### src/rtl/fan_pwm_pkg.sv
package fan_pwm_pkg;
  localparam int NUM_THR = 8;
  localparam int SEL_W   = $clog2(NUM_THR);

  typedef enum logic [2:0] {
    DUTY_0   = 3'd0,
    DUTY_25  = 3'd1,
    DUTY_50  = 3'd2,
    DUTY_75  = 3'd3,
    DUTY_100 = 3'd4
  } duty_t;

  function automatic int duty_high_cycles(input int period, input duty_t lvl);
    return (period * int'(lvl)) / 4;
  endfunction
endpackage

### src/rtl/fan_thr_regs.sv
module fan_thr_regs
  import fan_pwm_pkg::*;
#(
  parameter int TW = 10,
  parameter logic [NUM_THR*TW-1:0] INIT = '0
) (
  input  logic                        clk,
  input  logic                        rst,
  input  logic                        we,
  input  logic [SEL_W-1:0]            sel,
  input  logic [TW-1:0]               wdata,
  output logic [NUM_THR-1:0][TW-1:0]  thr_o
);
  for (genvar g = 0; g < NUM_THR; g++) begin : g_thr
    always_ff @(posedge clk) begin
      if (rst) begin
        thr_o[g] <= INIT[g*TW +: TW];
      end else if (we && (sel == SEL_W'(g))) begin
        thr_o[g] <= wdata;
      end
    end
  end
endmodule

### src/rtl/fan_band_decide.sv
module fan_band_decide
  import fan_pwm_pkg::*;
#(
  parameter int TW     = 10,
  parameter int PERIOD = 20000,
  parameter int PW     = $clog2(PERIOD + 1)
) (
  input  logic                        clk,
  input  logic                        rst,
  input  logic                        vld,
  input  logic [TW-1:0]               temp,
  input  logic [NUM_THR-1:0][TW-1:0]  thr,
  output duty_t                       level_o,
  output logic [PW-1:0]               width_o,
  output logic                        up_o
);
  logic [NUM_THR-1:0] at_or_above;
  logic [NUM_THR-1:0] strictly_above;

  for (genvar g = 0; g < NUM_THR; g++) begin : g_cmp
    assign at_or_above[g]    = (temp >= thr[g]);
    assign strictly_above[g] = (temp >  thr[g]);
  end

  duty_t tgt;
  logic  hold;

  always_comb begin
    tgt  = level_o;
    hold = 1'b0;
    if (!at_or_above[0])         tgt  = DUTY_0;
    else if (!strictly_above[1]) hold = 1'b1;
    else if (!at_or_above[2])    tgt  = DUTY_25;
    else if (!strictly_above[3]) hold = 1'b1;
    else if (!at_or_above[4])    tgt  = DUTY_50;
    else if (!strictly_above[5]) hold = 1'b1;
    else if (!at_or_above[6])    tgt  = DUTY_75;
    else if (!strictly_above[7]) hold = 1'b1;
    else                         tgt  = DUTY_100;
  end

  always_ff @(posedge clk) begin
    if (rst) begin
      level_o <= DUTY_100;
      width_o <= PW'(PERIOD);
      up_o    <= 1'b0;
    end else begin
      up_o <= 1'b0;
      if (vld && !hold) begin
        level_o <= tgt;
        width_o <= PW'(duty_high_cycles(PERIOD, tgt));
        up_o    <= (tgt > level_o);
      end
    end
  end
endmodule

### src/rtl/fan_pwm_gen.sv
module fan_pwm_gen #(
  parameter int PERIOD = 20000,
  parameter int PW     = $clog2(PERIOD + 1)
) (
  input  logic          clk,
  input  logic          rst,
  input  logic [PW-1:0] width_i,
  output logic          pwm_o
);
  localparam int CW = (PERIOD > 1) ? $clog2(PERIOD) : 1;
  localparam logic [CW-1:0] LAST = CW'(PERIOD - 1);

  logic [CW-1:0] phase;
  logic [PW-1:0] applied;

  always_ff @(posedge clk) begin
    if (rst) begin
      phase   <= '0;
      applied <= PW'(PERIOD);
      pwm_o   <= 1'b1;
    end else if (phase == LAST) begin
      phase   <= '0;
      applied <= width_i;
      pwm_o   <= (width_i != '0);
    end else begin
      phase   <= phase + 1'b1;
      pwm_o   <= (PW'(phase) + PW'(1)) < applied;
    end
  end
endmodule

### src/rtl/fan_pwm_ctrl.sv
module fan_pwm_ctrl
  import fan_pwm_pkg::*;
#(
  parameter int TEMP_W = 10,
  parameter int PERIOD = 20000,
  parameter int TH0 = 570,
  parameter int TH1 = 601,
  parameter int TH2 = 642,
  parameter int TH3 = 683,
  parameter int TH4 = 703,
  parameter int TH5 = 724,
  parameter int TH6 = 744,
  parameter int TH7 = 754,
  localparam int PW = $clog2(PERIOD + 1)
) (
  input  logic              clk,
  input  logic              rst,
  input  logic              sample_vld_i,
  input  logic [TEMP_W-1:0] temp_i,
  input  logic              thr_we_i,
  input  logic [2:0]        thr_sel_i,
  input  logic [TEMP_W-1:0] thr_wdata_i,
  output logic [2:0]        duty_level_o,
  output logic [PW-1:0]     duty_width_o,
  output logic              duty_up_o,
  output logic              pwm_o
);
  localparam logic [NUM_THR*TEMP_W-1:0] THR_INIT = {
    TEMP_W'(TH7), TEMP_W'(TH6), TEMP_W'(TH5), TEMP_W'(TH4),
    TEMP_W'(TH3), TEMP_W'(TH2), TEMP_W'(TH1), TEMP_W'(TH0)
  };

  logic [NUM_THR-1:0][TEMP_W-1:0] thr;
  duty_t level;

  fan_thr_regs #(.TW(TEMP_W), .INIT(THR_INIT)) u_thr (
    .clk   (clk),
    .rst   (rst),
    .we    (thr_we_i),
    .sel   (SEL_W'(thr_sel_i)),
    .wdata (thr_wdata_i),
    .thr_o (thr)
  );

  fan_band_decide #(.TW(TEMP_W), .PERIOD(PERIOD), .PW(PW)) u_dec (
    .clk     (clk),
    .rst     (rst),
    .vld     (sample_vld_i),
    .temp    (temp_i),
    .thr     (thr),
    .level_o (level),
    .width_o (duty_width_o),
    .up_o    (duty_up_o)
  );

  fan_pwm_gen #(.PERIOD(PERIOD), .PW(PW)) u_pwm (
    .clk     (clk),
    .rst     (rst),
    .width_i (duty_width_o),
    .pwm_o   (pwm_o)
  );

  assign duty_level_o = level;
endmodule

### config.mk
export PLATFORM = sky130hd
export DESIGN_NAME = fan_pwm_ctrl
export DESIGN_NICKNAME = d
export VERILOG_FILES = /design/src/rtl/fan_pwm_pkg.sv /design/src/rtl/fan_thr_regs.sv /design/src/rtl/fan_band_decide.sv /design/src/rtl/fan_pwm_gen.sv /design/src/rtl/fan_pwm_ctrl.sv
export SDC_FILE = /design/constraint.sdc
export NUM_CORES = 1
export LEC_CHECK = 0
export BUFFER_PORTS_ARGS = -buffer_cell sky130_fd_sc_hd__buf_4
export CORE_MARGIN = 2
export CORE_UTILIZATION = 50
export CTS_CLUSTER_DIAMETER = 30
export DETAILED_ROUTE_END_ITERATION = 6
export HOLD_SLACK_MARGIN = 0.12
export PLACE_DENSITY = 0.64
export SYNTH_ARGS = -nofsm -noshare
export SYNTH_HDL_FRONTEND = slang
export SYNTH_HIERARCHICAL = 1
export SYNTH_SLANG_ARGS = --single-unit
### constraint.sdc
create_clock -name clk -period 9.9 [get_ports clk]
set_input_delay 1.98 -clock clk [delete_from_list [all_inputs] [get_ports clk]]
set_output_delay 1.98 -clock clk [all_outputs]
set_load 0.01 [all_outputs]
After elaboration in Yosys (flattened, before gate mapping)
Cells that the tools add are included.
{ "word_totals": {"word_cells": 66, "ff_bits": 124, "output_inout_bits": 20, "inputBits": 27} }
{ "op_classes": {"bitwise": 1, "n_reduce_logical": 14, "n_addsub": 1, "n_mul": 1, "n_eq_ne": 8, "n_lt_le_gt_ge": 10, "mux": 17} }
{ "ops": {"columns": ["operator", "n"], "rows": [
  ["greater-or-equal comparator 10 bit", 4],
  ["> comparator 10 bit", 4],
  ["two-way mux 3 bit", 8],
  ["adder 15 x 1 -> 15 bit, second input constant", 1],
  ["== test 15 bit, second input constant", 1],
  ["less-than comparator 15 bit", 1],
  ["nonzero test 15 bit", 1],
  ["== test 3 bit, second input constant", 4],
  ["multiplier 10 x 3 -> 12 bit, first input constant", 1],
  ["logical AND 1 bit", 9],
  ["two-way mux 1 bit", 9],
  ["== test 3 x 2 -> 1 bit, second input constant", 2],
  ["OR reduction 2 bit", 2],
  ["== test 3 x 1 -> 1 bit, second input constant", 1],
  ["> comparator 3 bit", 1],
  ["zero test 3 bit", 1],
  ["zero test 1 bit", 1],
  ["inverter 1 bit", 1]
]} }

Logic depth before layout (Yosys ltp)
Gate-level depths: netlist (run 1).
{ "logic_depth": {"ltp_word": 13, "ltp_mapped": 17, "mapped_depth_nobuf": 17} }

Hierarchy
Netlist (run 1), hierarchy kept.
{ "modules_own_cells": {"columns": ["mod", "cells_each", "n_inst", "area_per_inst_um2"], "rows": [
  ["fan_thr_regs", 292, 1, 3114.2],
  ["fan_band_decide", 364, 1, 2829.0],
  ["fan_pwm_gen", 181, 1, 1662.8]
]} }

Least setup slack after synthesis (run 1)
OpenSTA, ideal clock, no wires.
{ "synth_timing": {"path_type": "input-to-reg", "startpoint": "input port temp_i[0]", "endpoint": "register u_dec.width_o[11]", "stages": 16, "setup_time_ns": 0.079, "t_required_ns": 9.821, "n_path_buf": 0, "slack_ns": 4.835, "arrival_time_ns": 4.986, "path_cell_list": "inv_1 ha_1 nand2b_1 a211oi_2 a2111oi_4 nor4_2 nand3_2 o2bb2ai_1 nand3_1 inv_1 fa_1 ha_1 inv_1 fa_1 xor2_1 o211ai_1"} }
{ "synth_lines": {"columns": ["element", "line_no", "rtl"], "rows": [
  ["start, declared", "fan_pwm_ctrl.sv:19", "input logic [TEMP_W-1:0] temp_i,"],
  ["> comparator 10 bit", "fan_band_decide.sv:22", "assign strictly_above[g] = (temp > thr[g]);"],
  ["two-way mux 3 bit", "fan_band_decide.sv:38", "else if (!strictly_above[7]) hold = 1'b1;"],
  ["two-way mux 3 bit", "fan_band_decide.sv:37", "else if (!at_or_above[6]) tgt = DUTY_75;"],
  ["two-way mux 3 bit", "fan_band_decide.sv:36", "else if (!strictly_above[5]) hold = 1'b1;"],
  ["two-way mux 3 bit", "fan_band_decide.sv:35", "else if (!at_or_above[4]) tgt = DUTY_50;"],
  ["two-way mux 3 bit", "fan_band_decide.sv:34", "else if (!strictly_above[3]) hold = 1'b1;"],
  ["two-way mux 3 bit", "fan_band_decide.sv:33", "else if (!at_or_above[2]) tgt = DUTY_25;"],
  ["two-way mux 3 bit", "fan_band_decide.sv:32", "else if (!strictly_above[1]) hold = 1'b1;"],
  ["two-way mux 3 bit *", "fan_band_decide.sv:31", "if (!at_or_above[0]) tgt = DUTY_0;"],
  ["named net u_dec.tgt[1]", "fan_band_decide.sv:25", "duty_t tgt;"],
  ["multiplier 10 x 3 -> 12 bit *", "fan_pwm_pkg.sv:14", "return (period * int'(lvl)) / 4;"],
  ["end signal, assigned", "fan_band_decide.sv:45", "width_o <= PW'(PERIOD);"],
  ["end signal, assigned", "fan_band_decide.sv:51", "width_o <= PW'(duty_high_cycles(PERIOD, tgt));"],
  ["end, declared", "fan_band_decide.sv:14", "output logic [PW-1:0] width_o,"]
]} }
The timed path passes the listed nets; every way through them passes the cells marked *.
A chain may end at the register's enable or synchronous reset.

Worst setup path after layout (run 1)
{ "layout_timing": {"startpoint": "input port temp_i[0]", "endpoint": "register u_dec.width_o[14]"} }
Same word-level chain as after synthesis.

==> flow_metrics.tcl, run 1 <==
set metrics [dict create \
    synth-seq-area-share_pct 32.1 \
    synth.cell_area_um2 7610 \
    timing_max_transition_violations_final 0 \
    route.vias.total 5814 \
    worst_r2r_startpoint "u_thr/thr_o[53]" \
    path_common_cell "sky130_fd_sc_hd__ha_1" \
    cts_resized 0 \
    endpoint_of_the_worst_register_to_register_path "u_dec/width_o[14]" \
    worst_path_largest_cell_delay_ps 510 \
    synthAdderAreaFrac_pct 17.7 \
    post_synth_num_cell_types 67 \
    p_per_area_nw_per_um2 150 \
    async_reset_ff_share_pct 0 \
    cp_slowest_cell "sky130_fd_sc_hd__o21ai_1" \
    syn-mean-instance-area_um2 9.09 \
    crit_start "temp_i[0]" \
    timing.critical_path.from_type "input pin" \
    place_congestion 0.898 \
    crit_chain "buf_4 -> inv_1 -> ha_1 -> and4_1 -> a221oi_2 -> a41oi_1 -> o21ai_1 -> fa_1 -> ha_1 -> a21o_1 -> a21oi_1 -> nor2b_1 -> xnor2_1 -> a31oi_1" \
    critPathMaxFanout 8 \
    worst_case_clock_buffer_depth 2 \
    placeableCoreArea_um2 15000 \
    most_common_cell_after_layout_fill_and_taps_aside "sky130_fd_sc_hd__dfxtp_1" \
    crit_buf_inv 2 \
    initial_detailed_routing_violation_count 329 \
    synth_xor_area_share_pct 1.94 \
    p_leak_nw 4.45 \
    synth_ff_type "sky130_fd_sc_hd__dfxtp_1" \
    synth-seq-cells 122 \
    synth-warning-count 6 \
    mux_share_of_post_synthesis_cell_area_pct 12.1 \
    max_cap_viol_count 0 \
    drt_pre_antenna_iters 5 \
    hold_end "u_pwm/applied[10]" \
    synth_cells 837 \
    avgViaCountPerCell 5.46 \
    ir_drop_v 0.000103 \
    synth_top_family_by_area "adder cells" \
    internal_power_mw 0.965 \
    worst_skew_pair.late_latency_ps 410 \
    antennaDiodeCount 0 \
    hpwl_um 14300 \
    cts_tree "done" \
    drcViolationCount 0 \
    worstMarginPinSlew_ps 1130 \
    ff2ff_path_depth 16 \
    netSwitchingFraction_pct 24.8 \
    r2r_setup_slack_ps 5950 \
    place.port_buffers 42 \
    number_of_flops_mapped_to_enable_cells_by_yosys 0 \
    run_status "finished clean" \
    path_class "input pin to flop" \
    minimum_period_implied_by_the_final_worst_setup_slack_ps 5300 \
    drt_wl_total_um 19200 \
    comb_power_share_pct 12.0 \
    final.setup_skew_ps 5.42 \
    cts-buffers-inserted 17 \
    hp-class "flop to flop" \
    grt_max_degree 68 \
    max_slew_margin_pct 24.4 \
    totalNegativeSetupSlack_ps 0 \
    grt_antenna_before_repair 0 \
    number_of_global_route_vias_before_repair 5870 \
    final_min_period_over_clock_period_pct 53.5 \
    worst-endpoint-required_ps 10240 \
    die_width_um 127 \
    syn_to_final_growth_pct 12.5 \
    hold_start "u_pwm/applied[10]" \
    crit_family "compound AO/OA/AOI/OAI gates" \
    rsz0062_at_grt "no" \
    floorplan.die.height_um 127 \
    fmax_mhz 189 \
    post_cts_buffers 0 \
    placement.setup.worst_slack_ps 4260 \
    first_pass_grt_wire_length_um 30600 \
    clock_tree.htree_level_count 4 \
    global_route.usage.total_pct 24.6 \
    top_level_ports 47 \
    finalSetupViolations 0 \
    power.share.clock_pct 48.0 \
    cts-root-buf "sky130_fd_sc_hd__clkbuf_16" \
    fin_ws_ps 4600 \
    floorplan.initialDensity_pct 50.6 \
    cts.sinks 122 \
    synth-compound-area-share_pct 9.97 \
    end_kind "flop" \
    core.rowCount 45 \
    routedWlPerCell_um 18.1 \
    hold_viol_final 0 \
    most-common-layout-cells "122 x sky130_fd_sc_hd__dfxtp_1, 111 x sky130_fd_sc_hd__inv_1, 103 x sky130_fd_sc_hd__ha_1" \
    fin_nets 998 \
    data_arrival_time_of_the_critical_path_ps 5640 \
    count_of_hold_buffers_inserted_by_post_cts_repair 0 \
    power.switching_mw 0.319 \
    placed_cell_area_um2 7970 \
    global_route.overflow_total 0 \
    die_area_um2 16200 \
    postLayoutCellArea_um2 8560 \
    post_route_cells_drive_above_1_share_pct 11.5 \
    ant_nets 0 \
    synthSimpleGateAreaFrac_pct 17.6 \
    share_seq_of_total_power_pct 40.0 \
    hold_path_depth 1 \
    clk_pin_slew_worst_paths_ps 50 \
]
[power by group through the flow]
stage | registers (mW) | clock network (mW) | logic, mW
2_1_floorplan | 0.521 | 0 | 0.102
3_3_place_gp | 0.523 | 0 | 0.147
3_5_place_dp | 0.523 | 0 | 0.151
4_1_cts | 0.513 | 0.627 | 0.152
5_1_grt | 0.514 | 0.646 | 0.172
6_report | 0.513 | 0.617 | 0.154
[cell usage after synthesis (2+ instances only)]
master                      instances  share of area [%]
sky130_fd_sc_hd__dfxtp_1          122                 32
sky130_fd_sc_hd__mux2i_1           92                 12
sky130_fd_sc_hd__a31oi_1            3               0.25
sky130_fd_sc_hd__buf_4              8               0.79
sky130_fd_sc_hd__nand3_1            9               0.59
sky130_fd_sc_hd__clkbuf_1          11               0.54
sky130_fd_sc_hd__nand2b_1          55                4.5
sky130_fd_sc_hd__nand2_1           31                1.5
sky130_fd_sc_hd__nor4_2             2               0.33
sky130_fd_sc_hd__a2111oi_0          2               0.23
sky130_fd_sc_hd__and3_4             2               0.30
sky130_fd_sc_hd__a211o_1            6               0.69
sky130_fd_sc_hd__buf_2             14               0.92
sky130_fd_sc_hd__a221oi_1           2               0.23
sky130_fd_sc_hd__nand4_1           13                1.1
sky130_fd_sc_hd__nand4bb_1          2               0.30
sky130_fd_sc_hd__and4_1             2               0.23
sky130_fd_sc_hd__nor4_1             6               0.49
sky130_fd_sc_hd__a21o_1            10               0.99
sky130_fd_sc_hd__nand4b_1           3               0.35
sky130_fd_sc_hd__o21a_1             2               0.20
sky130_fd_sc_hd__xnor2_1            9                1.0
sky130_fd_sc_hd__buf_6              5               0.74
sky130_fd_sc_hd__nor4b_2            2               0.39
sky130_fd_sc_hd__a211oi_1           6               0.59
sky130_fd_sc_hd__nor2b_1           14                1.2
sky130_fd_sc_hd__fa_1               3               0.79
sky130_fd_sc_hd__o21ai_0           16                1.1
sky130_fd_sc_hd__xor2_1             6               0.69
sky130_fd_sc_hd__and3_1             6               0.49
sky130_fd_sc_hd__nor2_1            84                4.1
sky130_fd_sc_hd__ha_1             103                 17
sky130_fd_sc_hd__inv_1            111                5.5
sky130_fd_sc_hd__a21oi_1           28                1.8
sky130_fd_sc_hd__o211ai_1           3               0.30
sky130_fd_sc_hd__o21ai_1            7               0.46
sky130_fd_sc_hd__a41oi_1            2               0.23
sky130_fd_sc_hd__a211oi_2           2               0.33
sky130_fd_sc_hd__nor3_1             4               0.26
sky130_fd_sc_hd__nand3_2            2               0.26
[how the worst max path moves through the flow]
stage / end / cells past startpoint / slack (ps)
finish: u_dec/width_o[14] / 14 / 4600
global route: u_dec/width_o[14] / 16 / 4390
CTS: u_dec/width_o[14] / 16 / 4670
detailed placement: u_dec/width_o[14] / 16 / 4260
global placement: u_dec/width_o[14] / 18 / 4400
floorplan: u_dec/width_o[11] / 16 / 4840
[routing by layer]
| layer | part of all wire, % | vias to the layer above | wire [µm] | track usage [%] |
|---|---|---|---|---|
| li1 | - | 2899 | - | - |
| met1 | 47 | 2758 | 9130 | 32.6 |
| met2 | 46 | 123 | 8810 | 39.4 |
| met3 | 3.7 | 34 | 709 | 4.06 |
| met4 | 3.1 | 0 | 598 | 11.5 |
| met5 | 0 | - | 0 | 0 |
[logic make-up (layout without fill, tap and decap cells)]
kind of cell             Yosys count  count (layout)
AND/OR/NAND/NOR                  246             246
buffers and inverters            149             185
flip-flops                       122             122
adder cells (fa/ha/maj)          106             106
AO/OA/AOI/OAI                    105             105
multiplexers                      92              92
XOR/XNOR                          16              16
other                              1               4
[worst register-to-register path, cell delays in order (launching register included)]
cell and delay (ps):
sky130_fd_sc_hd__dfxtp_1 340, sky130_fd_sc_hd__inv_1 50, sky130_fd_sc_hd__ha_1 320, sky130_fd_sc_hd__a21oi_1 200
sky130_fd_sc_hd__o21ai_1 150, sky130_fd_sc_hd__a2111oi_4 440, sky130_fd_sc_hd__nor2_2 110, sky130_fd_sc_hd__a211oi_2 220
sky130_fd_sc_hd__o21ai_2 160, sky130_fd_sc_hd__a21oi_2 370, sky130_fd_sc_hd__fa_1 500, sky130_fd_sc_hd__ha_1 230
sky130_fd_sc_hd__a21o_1 160, sky130_fd_sc_hd__a21oi_1 230, sky130_fd_sc_hd__nor2b_1 90, sky130_fd_sc_hd__xnor2_1 130
sky130_fd_sc_hd__a31oi_1 170
[metrics by stage]
stage	utilization (%)	hold WS [ps]	total power, mW	cells
finish	56.9	463	1.28	1064
global route	56.9	472	1.33	1064
CTS	56.9	463	1.29	1064
detailed placement	53.0	450	0.674	1034
global placement	53.0	449	0.670	1034
floorplan	-	430	0.624	840
[registers in the layout, indices dropped and copies added, names as in the netlist]
| signal | count |
|---|---|
| u_pwm/applied | 15 |
| u_dec/width_o | 8 |
| u_dec/level_o | 2 |
| u_dec/up_o | 1 |
| u_pwm/pwm_o | 1 |
| u_pwm/phase | 15 |
| u_thr/thr_o | 80 |
[cell type report]
| cell class | instances | area, µm² |
|---|---|---|
| clock buffers | 23 | 498 |
| clock inverters | 7 | 90.1 |
| fillers | 1312 | 6470 |
| inverters | 111 | 417 |
| multi-input cells | 569 | 4550 |
| flip-flops and latches | 122 | 2440 |
| well taps | 188 | 235 |
| repair buffers | 44 | 330 |
(Power assumes the default switching activity.)
==> inputs of run 2 (changes only) <==
- PLACE_DENSITY: 0.64 -> 0.66
- clock period: 9.9 -> 4.3 ns (I/O delays scaled with it)
==> run 2 against run 1 <==
Against the previous run:
- via count down 3.0%
- worst setup slack lost 4200 ps
- highest routed layer unchanged
- largest cell class unchanged
- cell count grew 1.1%
- critical path type unchanged
- largest power group unchanged
- routed wire length shrank 5.8%
==> flow_metrics.tcl, run 2 (synthesis gave the netlist of run 1 again) <==
set metrics [dict create \
    run_status "finished clean" \
    fmax_mhz 256 \
    cts-root-buf "sky130_fd_sc_hd__clkbuf_16" \
    final.setup_skew_ps 14.2 \
    path_class "input pin to flop" \
    p_leak_nw 4.50 \
    place.port_buffers 42 \
    place_congestion 0.891 \
    worstMarginPinSlew_ps 1150 \
    floorplan.die.height_um 127 \
    placeableCoreArea_um2 15000 \
    die_width_um 127 \
    ant_nets 0 \
    data_arrival_time_of_the_critical_path_ps 4220 \
    hold_slack_ps 467 \
    registers.top_by_ff_count "u_thr/thr_o" \
    global_route.usage.total_pct 23.6 \
    clock_tree.htree_level_count 4 \
    clk_pin_slew_worst_paths_ps 60 \
    hpwl_um 13200 \
    floorplan.initialDensity_pct 50.6 \
    timing_max_transition_violations_final 0 \
    ir_drop_v 0.000348 \
    antennaDiodeCount 0 \
    worst_case_clock_buffer_depth 2 \
    initial_detailed_routing_violation_count 302 \
    share_of_the_core_filled_with_cells_pct 57.6 \
    drt_pre_antenna_iters 5 \
    critPathMaxFanout 8 \
    most_common_cell_after_layout_fill_and_taps_aside "sky130_fd_sc_hd__dfxtp_1" \
    grt_max_degree 82 \
    rsz0062_at_grt "no" \
    postLayoutCellArea_um2 8660 \
    post_cts_buffers 0 \
    cts-buffers-inserted 17 \
    core.rowCount 45 \
    hold_viol_final 0 \
    timing.critical_path.from_type "input pin" \
    hp-class "flop to flop" \
    count_of_hold_buffers_inserted_by_post_cts_repair 0 \
    max_slew_margin_pct 23.4 \
    worst-endpoint-required_ps 4610 \
    avgViaCountPerCell 5.24 \
    filler_cell_count 1330 \
    worst_skew_pair.late_latency_ps 430 \
    finalSetupViolations 0 \
    cts.sinks 122 \
    largestRegisters "u_thr/thr_o: 80 flops, u_pwm/applied: 15 flops, u_pwm/phase: 15 flops" \
    top_level_ports 47 \
    post_route_cells_drive_above_1_share_pct 12.8 \
    syn_to_final_growth_pct 13.8 \
    placed_cell_area_um2 8050 \
    drcViolationCount 0 \
    most-common-layout-cells "122 x sky130_fd_sc_hd__dfxtp_1, 111 x sky130_fd_sc_hd__inv_1, 103 x sky130_fd_sc_hd__ha_1" \
    totalPowerFinal_mw 3.03 \
    final_min_period_over_clock_period_pct 91.0 \
    fin_nets 1008 \
    route.vias.total 5640 \
    minimum_period_implied_by_the_final_worst_setup_slack_ps 3910 \
    max_reg_flops 80 \
    routedWlPerCell_um 16.9 \
    grt_antenna_before_repair 0 \
    end_kind "flop" \
    cts_tree "done" \
    global_route.overflow_total 0 \
    cts_resized 0 \
    p_per_area_nw_per_um2 350 \
    first_pass_grt_wire_length_um 29500 \
    max_cap_viol_count 0 \
    die_area_um2 16200 \
    number_of_global_route_vias_before_repair 5647 \
    drt_wl_total_um 18100 \
]
run 2: cell count changes in the layout (fill, tap and decap cells not counted):
cell                        before  now
sky130_fd_sc_hd__buf_4          44   54
sky130_fd_sc_hd__bufinv_16       2    3
sky130_fd_sc_hd__clkbuf_1        1    0
sky130_fd_sc_hd__clkbuf_8        5    0
sky130_fd_sc_hd__clkinv_2        3    2
sky130_fd_sc_hd__clkinv_4        0    1
sky130_fd_sc_hd__inv_6           0    7
run 2: cell type report:
class	instances	area [µm²]	share of cell area [%]
multi-input cells	569	4550	52.5
repair buffers	54	405	4.68
clock buffers	17	425	4.91
well taps	188	235	2.72
flip-flops and latches	122	2440	28.2
inverters	111	417	4.81
clock inverters	15	185	2.14
run 2: stage by stage:
step / TNS, ps / std cells / setup WS [ps]
after floorplan: 0 / 840 / 355
after global placement: 0 / 1044 / 1.62
after detailed placement: -67.1 / 1044 / -45.2
after CTS: 0 / 1076 / 388
after global routing: 0 / 1076 / 73.0
final: 0 / 1076 / 388
run 2: layer usage:
| metal | GRT usage, % | share of wire (%) | vias to the layer above |
|---|---|---|---|
| li1 | - | - | 2918 |
| met1 | 31.8 | 48 | 2596 |
| met2 | 36.2 | 46 | 89 |
| met3 | 5.32 | 3.6 | 37 |
| met4 | 10.1 | 3.0 | 0 |
| met5 | 0 | 0 | - |
run 2: final timing paths:
kind | start | endpoint | slack (ps) | depth (start not counted)
worst max-delay path | temp_i[3] | u_dec/width_o[14] | 390 | 15
worst min-delay path | u_thr/thr_o[22] | u_thr/thr_o[22] | 470 | 2
worst max register to register | u_thr/thr_o[63] | u_dec/width_o[14] | 590 | 15
worst min register to register | u_thr/thr_o[22] | u_thr/thr_o[22] | 470 | 2
run 2: critical path, stage by stage:
cell and delay, ps:
sky130_fd_sc_hd__buf_4 160, sky130_fd_sc_hd__ha_1 290, sky130_fd_sc_hd__a2111oi_0 570, sky130_fd_sc_hd__o21ai_1 190, sky130_fd_sc_hd__a21oi_1 280, sky130_fd_sc_hd__a41oi_1 190, sky130_fd_sc_hd__o21ai_1 290, sky130_fd_sc_hd__buf_4 190
sky130_fd_sc_hd__inv_1 80, sky130_fd_sc_hd__fa_1 430, sky130_fd_sc_hd__a21o_1 180, sky130_fd_sc_hd__a21oi_1 210, sky130_fd_sc_hd__nor2b_1 80, sky130_fd_sc_hd__xnor2_1 140, sky130_fd_sc_hd__a31oi_1 90
run 2: power by group:
part           switching (mW)  total [mW]  leakage [nW]  internal, mW
Sequential             0.0226        1.18         0.990          1.16
Combinational           0.205       0.357          3.22         0.152
Clock                   0.573        1.49         0.296         0.921
==> inputs of run 3 (changes only) <==
- CORE_UTILIZATION: 50 -> 35
- PLACE_DENSITY: 0.66 -> 0.49
==> run 3 against run 2 <==
Against the previous run:
- global-route usage decreased by 5.6 points
- cell count is 9.3% higher
- core utilization fell by 15 points
- die area increased by 41%
- power up 5.2%
- first-iteration DRC count decreased by 14%
- fmax down 1.4%
- sequential power about the same
- count of clock-buffer cells in the layout up 3
- combinational power grew 5%
- via count grew 0.12%
- critical path depth is 1 higher
- highest routed layer unchanged
==> flow_metrics.tcl, run 3 (synthesis gave the netlist of run 1 again) <==
set metrics [dict create \
    drt_pre_antenna_iters 4 \
    hp-class "flop to flop" \
    hold_viol_final 0 \
    most_common_cell_after_layout_fill_and_taps_aside "sky130_fd_sc_hd__dfxtp_1" \
    antennaDiodeCount 0 \
    global_route.overflow_total 0 \
    final.setup_skew_ps 12.9 \
    post-place-cells 1144 \
    hpwl_um 14400 \
    route.vias.total 5647 \
    timing.critical_path.from_type "input pin" \
    cts-buffers-inserted 17 \
    finalSetupViolations 0 \
    largestRegisters "u_thr/thr_o: 80 flops, u_pwm/applied: 15 flops, u_pwm/phase: 15 flops" \
    hold_slack_ps 464 \
    worstMarginPinSlew_ps 1080 \
    drt_wl_total_um 19400 \
    ir_drop_v 0.000229 \
    filler_cell_count 2085 \
    p_per_area_nw_per_um2 357 \
    run_status "finished clean" \
    minimum_period_implied_by_the_final_worst_setup_slack_ps 3970 \
    post_cts_buffers 0 \
    data_arrival_time_of_the_critical_path_ps 4260 \
    first_pass_grt_wire_length_um 30900 \
    grt_antenna_before_repair 0 \
    core.rowCount 53 \
    totalPowerFinal_mw 3.19 \
    worst_case_clock_buffer_depth 2 \
    timing_max_transition_violations_final 0 \
    worst_skew_pair.late_latency_ps 420 \
    worst_path_largest_cell_delay_ps 720 \
    critPathMaxFanout 5 \
    floorplan.die.height_um 151 \
    ant_nets 0 \
    end_kind "flop" \
    routedWlPerCell_um 16.5 \
    most-common-layout-cells "122 x sky130_fd_sc_hd__dfxtp_1, 111 x sky130_fd_sc_hd__inv_1, 103 x sky130_fd_sc_hd__ha_1" \
    storage_element_area_um2 2440 \
    place_congestion 0.816 \
    place.port_buffers 42 \
    totalNegativeSetupSlack_ps 0 \
    placement.setup.worst_slack_ps -0.624 \
    max_reg_flops 80 \
    max_cap_viol_count 0 \
    share_of_the_core_filled_with_cells_pct 42.2 \
    syn_to_final_growth_pct 17.3 \
    multi_input_comb_area_um2 4550 \
    floorplan.initialDensity_pct 36.0 \
    crit_family "compound AO/OA/AOI/OAI gates" \
    top_level_ports 47 \
    placed_cell_area_um2 8250 \
    worst-endpoint-required_ps 4590 \
    initial_detailed_routing_violation_count 260 \
    fin_ws_ps 335 \
    grt_max_degree 67 \
    die_area_um2 22900 \
    registers.top_by_ff_count "u_thr/thr_o" \
    post_route_cells_drive_above_1_share_pct 14.0 \
    count_of_hold_buffers_inserted_by_post_cts_repair 0 \
    crit_chain "buf_4 -> ha_1 -> a2111oi_0 -> o21ai_1 -> a21oi_1 -> buf_4 -> a41oi_1 -> o21ai_1 -> buf_4 -> fa_1 -> ha_1 -> a21o_1 -> a21oi_1 -> nor2b_1 -> xnor2_1 -> a31oi_1" \
    postLayoutCellArea_um2 8920 \
    drcViolationCount 0 \
    number_of_global_route_vias_before_repair 5704 \
    cts-root-buf "sky130_fd_sc_hd__clkbuf_16" \
    cts_resized 0 \
    global_route.usage.total_pct 17.9 \
    p_leak_nw 4.59 \
    cts.sinks 122 \
    cts_tree "done" \
    rsz0062_at_grt "no" \
    die_width_um 151 \
    clock_tree.htree_level_count 4 \
    crit_buf_inv 3 \
    avgViaCountPerCell 4.80 \
    path_common_cell "sky130_fd_sc_hd__buf_4" \
    cp_slowest_cell "sky130_fd_sc_hd__a2111oi_0" \
    path_class "input pin to flop" \
    fin_cells 1176 \
    final_min_period_over_clock_period_pct 92.2 \
    placeableCoreArea_um2 21200 \
    max_slew_margin_pct 27.7 \
    fmax_mhz 252 \
    clk_pin_slew_worst_paths_ps 60 \
    fin_nets 1021 \
]
-- run 3: area by class of cell --
type                       count  share of cell area (%)
clock buffer                  20                    5.12
multi-input combinational    569                    51.0
clock inverter                12                    2.36
tap                          275                    3.86
inverter                     111                    4.67
timing repair buffer          67                    5.64
sequential                   122                    27.4
-- run 3: routing by layer --
metal,vias to the layer above,GRT usage (%),wire [µm]
li1,2933,-,-
met1,2649,23.7,9460
met2,52,29.9,9230
met3,13,4.07,481
met4,0,3.93,227
met5,-,0,0
-- run 3: power by group --
group          total [mW]  leakage, nW  switching (mW)  internal (mW)
Sequential           1.18        0.990          0.0231           1.16
Combinational       0.374         3.28           0.210          0.163
Clock                1.63        0.321           0.565           1.07
-- run 3: worst paths after layout --
check                   startpoint                 to  slack, ps  cells after the start
hold / removal    u_pwm/applied[9]   u_pwm/applied[9]        460                      1
hold reg to reg   u_pwm/applied[9]   u_pwm/applied[9]        460                      1
setup / recovery         temp_i[3]  u_dec/width_o[14]        330                     16
setup reg to reg   u_thr/thr_o[63]  u_dec/width_o[14]        520                     16
-- run 3: worst register-to-register path, stage by stage (launching register included) --
cell	delay, ps
sky130_fd_sc_hd__dfxtp_1	330
sky130_fd_sc_hd__inv_1	60
sky130_fd_sc_hd__ha_1	300
sky130_fd_sc_hd__a2111oi_0	720
sky130_fd_sc_hd__o21ai_1	180
sky130_fd_sc_hd__a21oi_1	180
sky130_fd_sc_hd__buf_4	140
sky130_fd_sc_hd__a41oi_1	160
sky130_fd_sc_hd__o21ai_1	180
sky130_fd_sc_hd__buf_4	140
sky130_fd_sc_hd__fa_1	380
sky130_fd_sc_hd__ha_1	220
sky130_fd_sc_hd__a21o_1	150
sky130_fd_sc_hd__a21oi_1	200
sky130_fd_sc_hd__nor2b_1	80
sky130_fd_sc_hd__xnor2_1	130
sky130_fd_sc_hd__a31oi_1	90
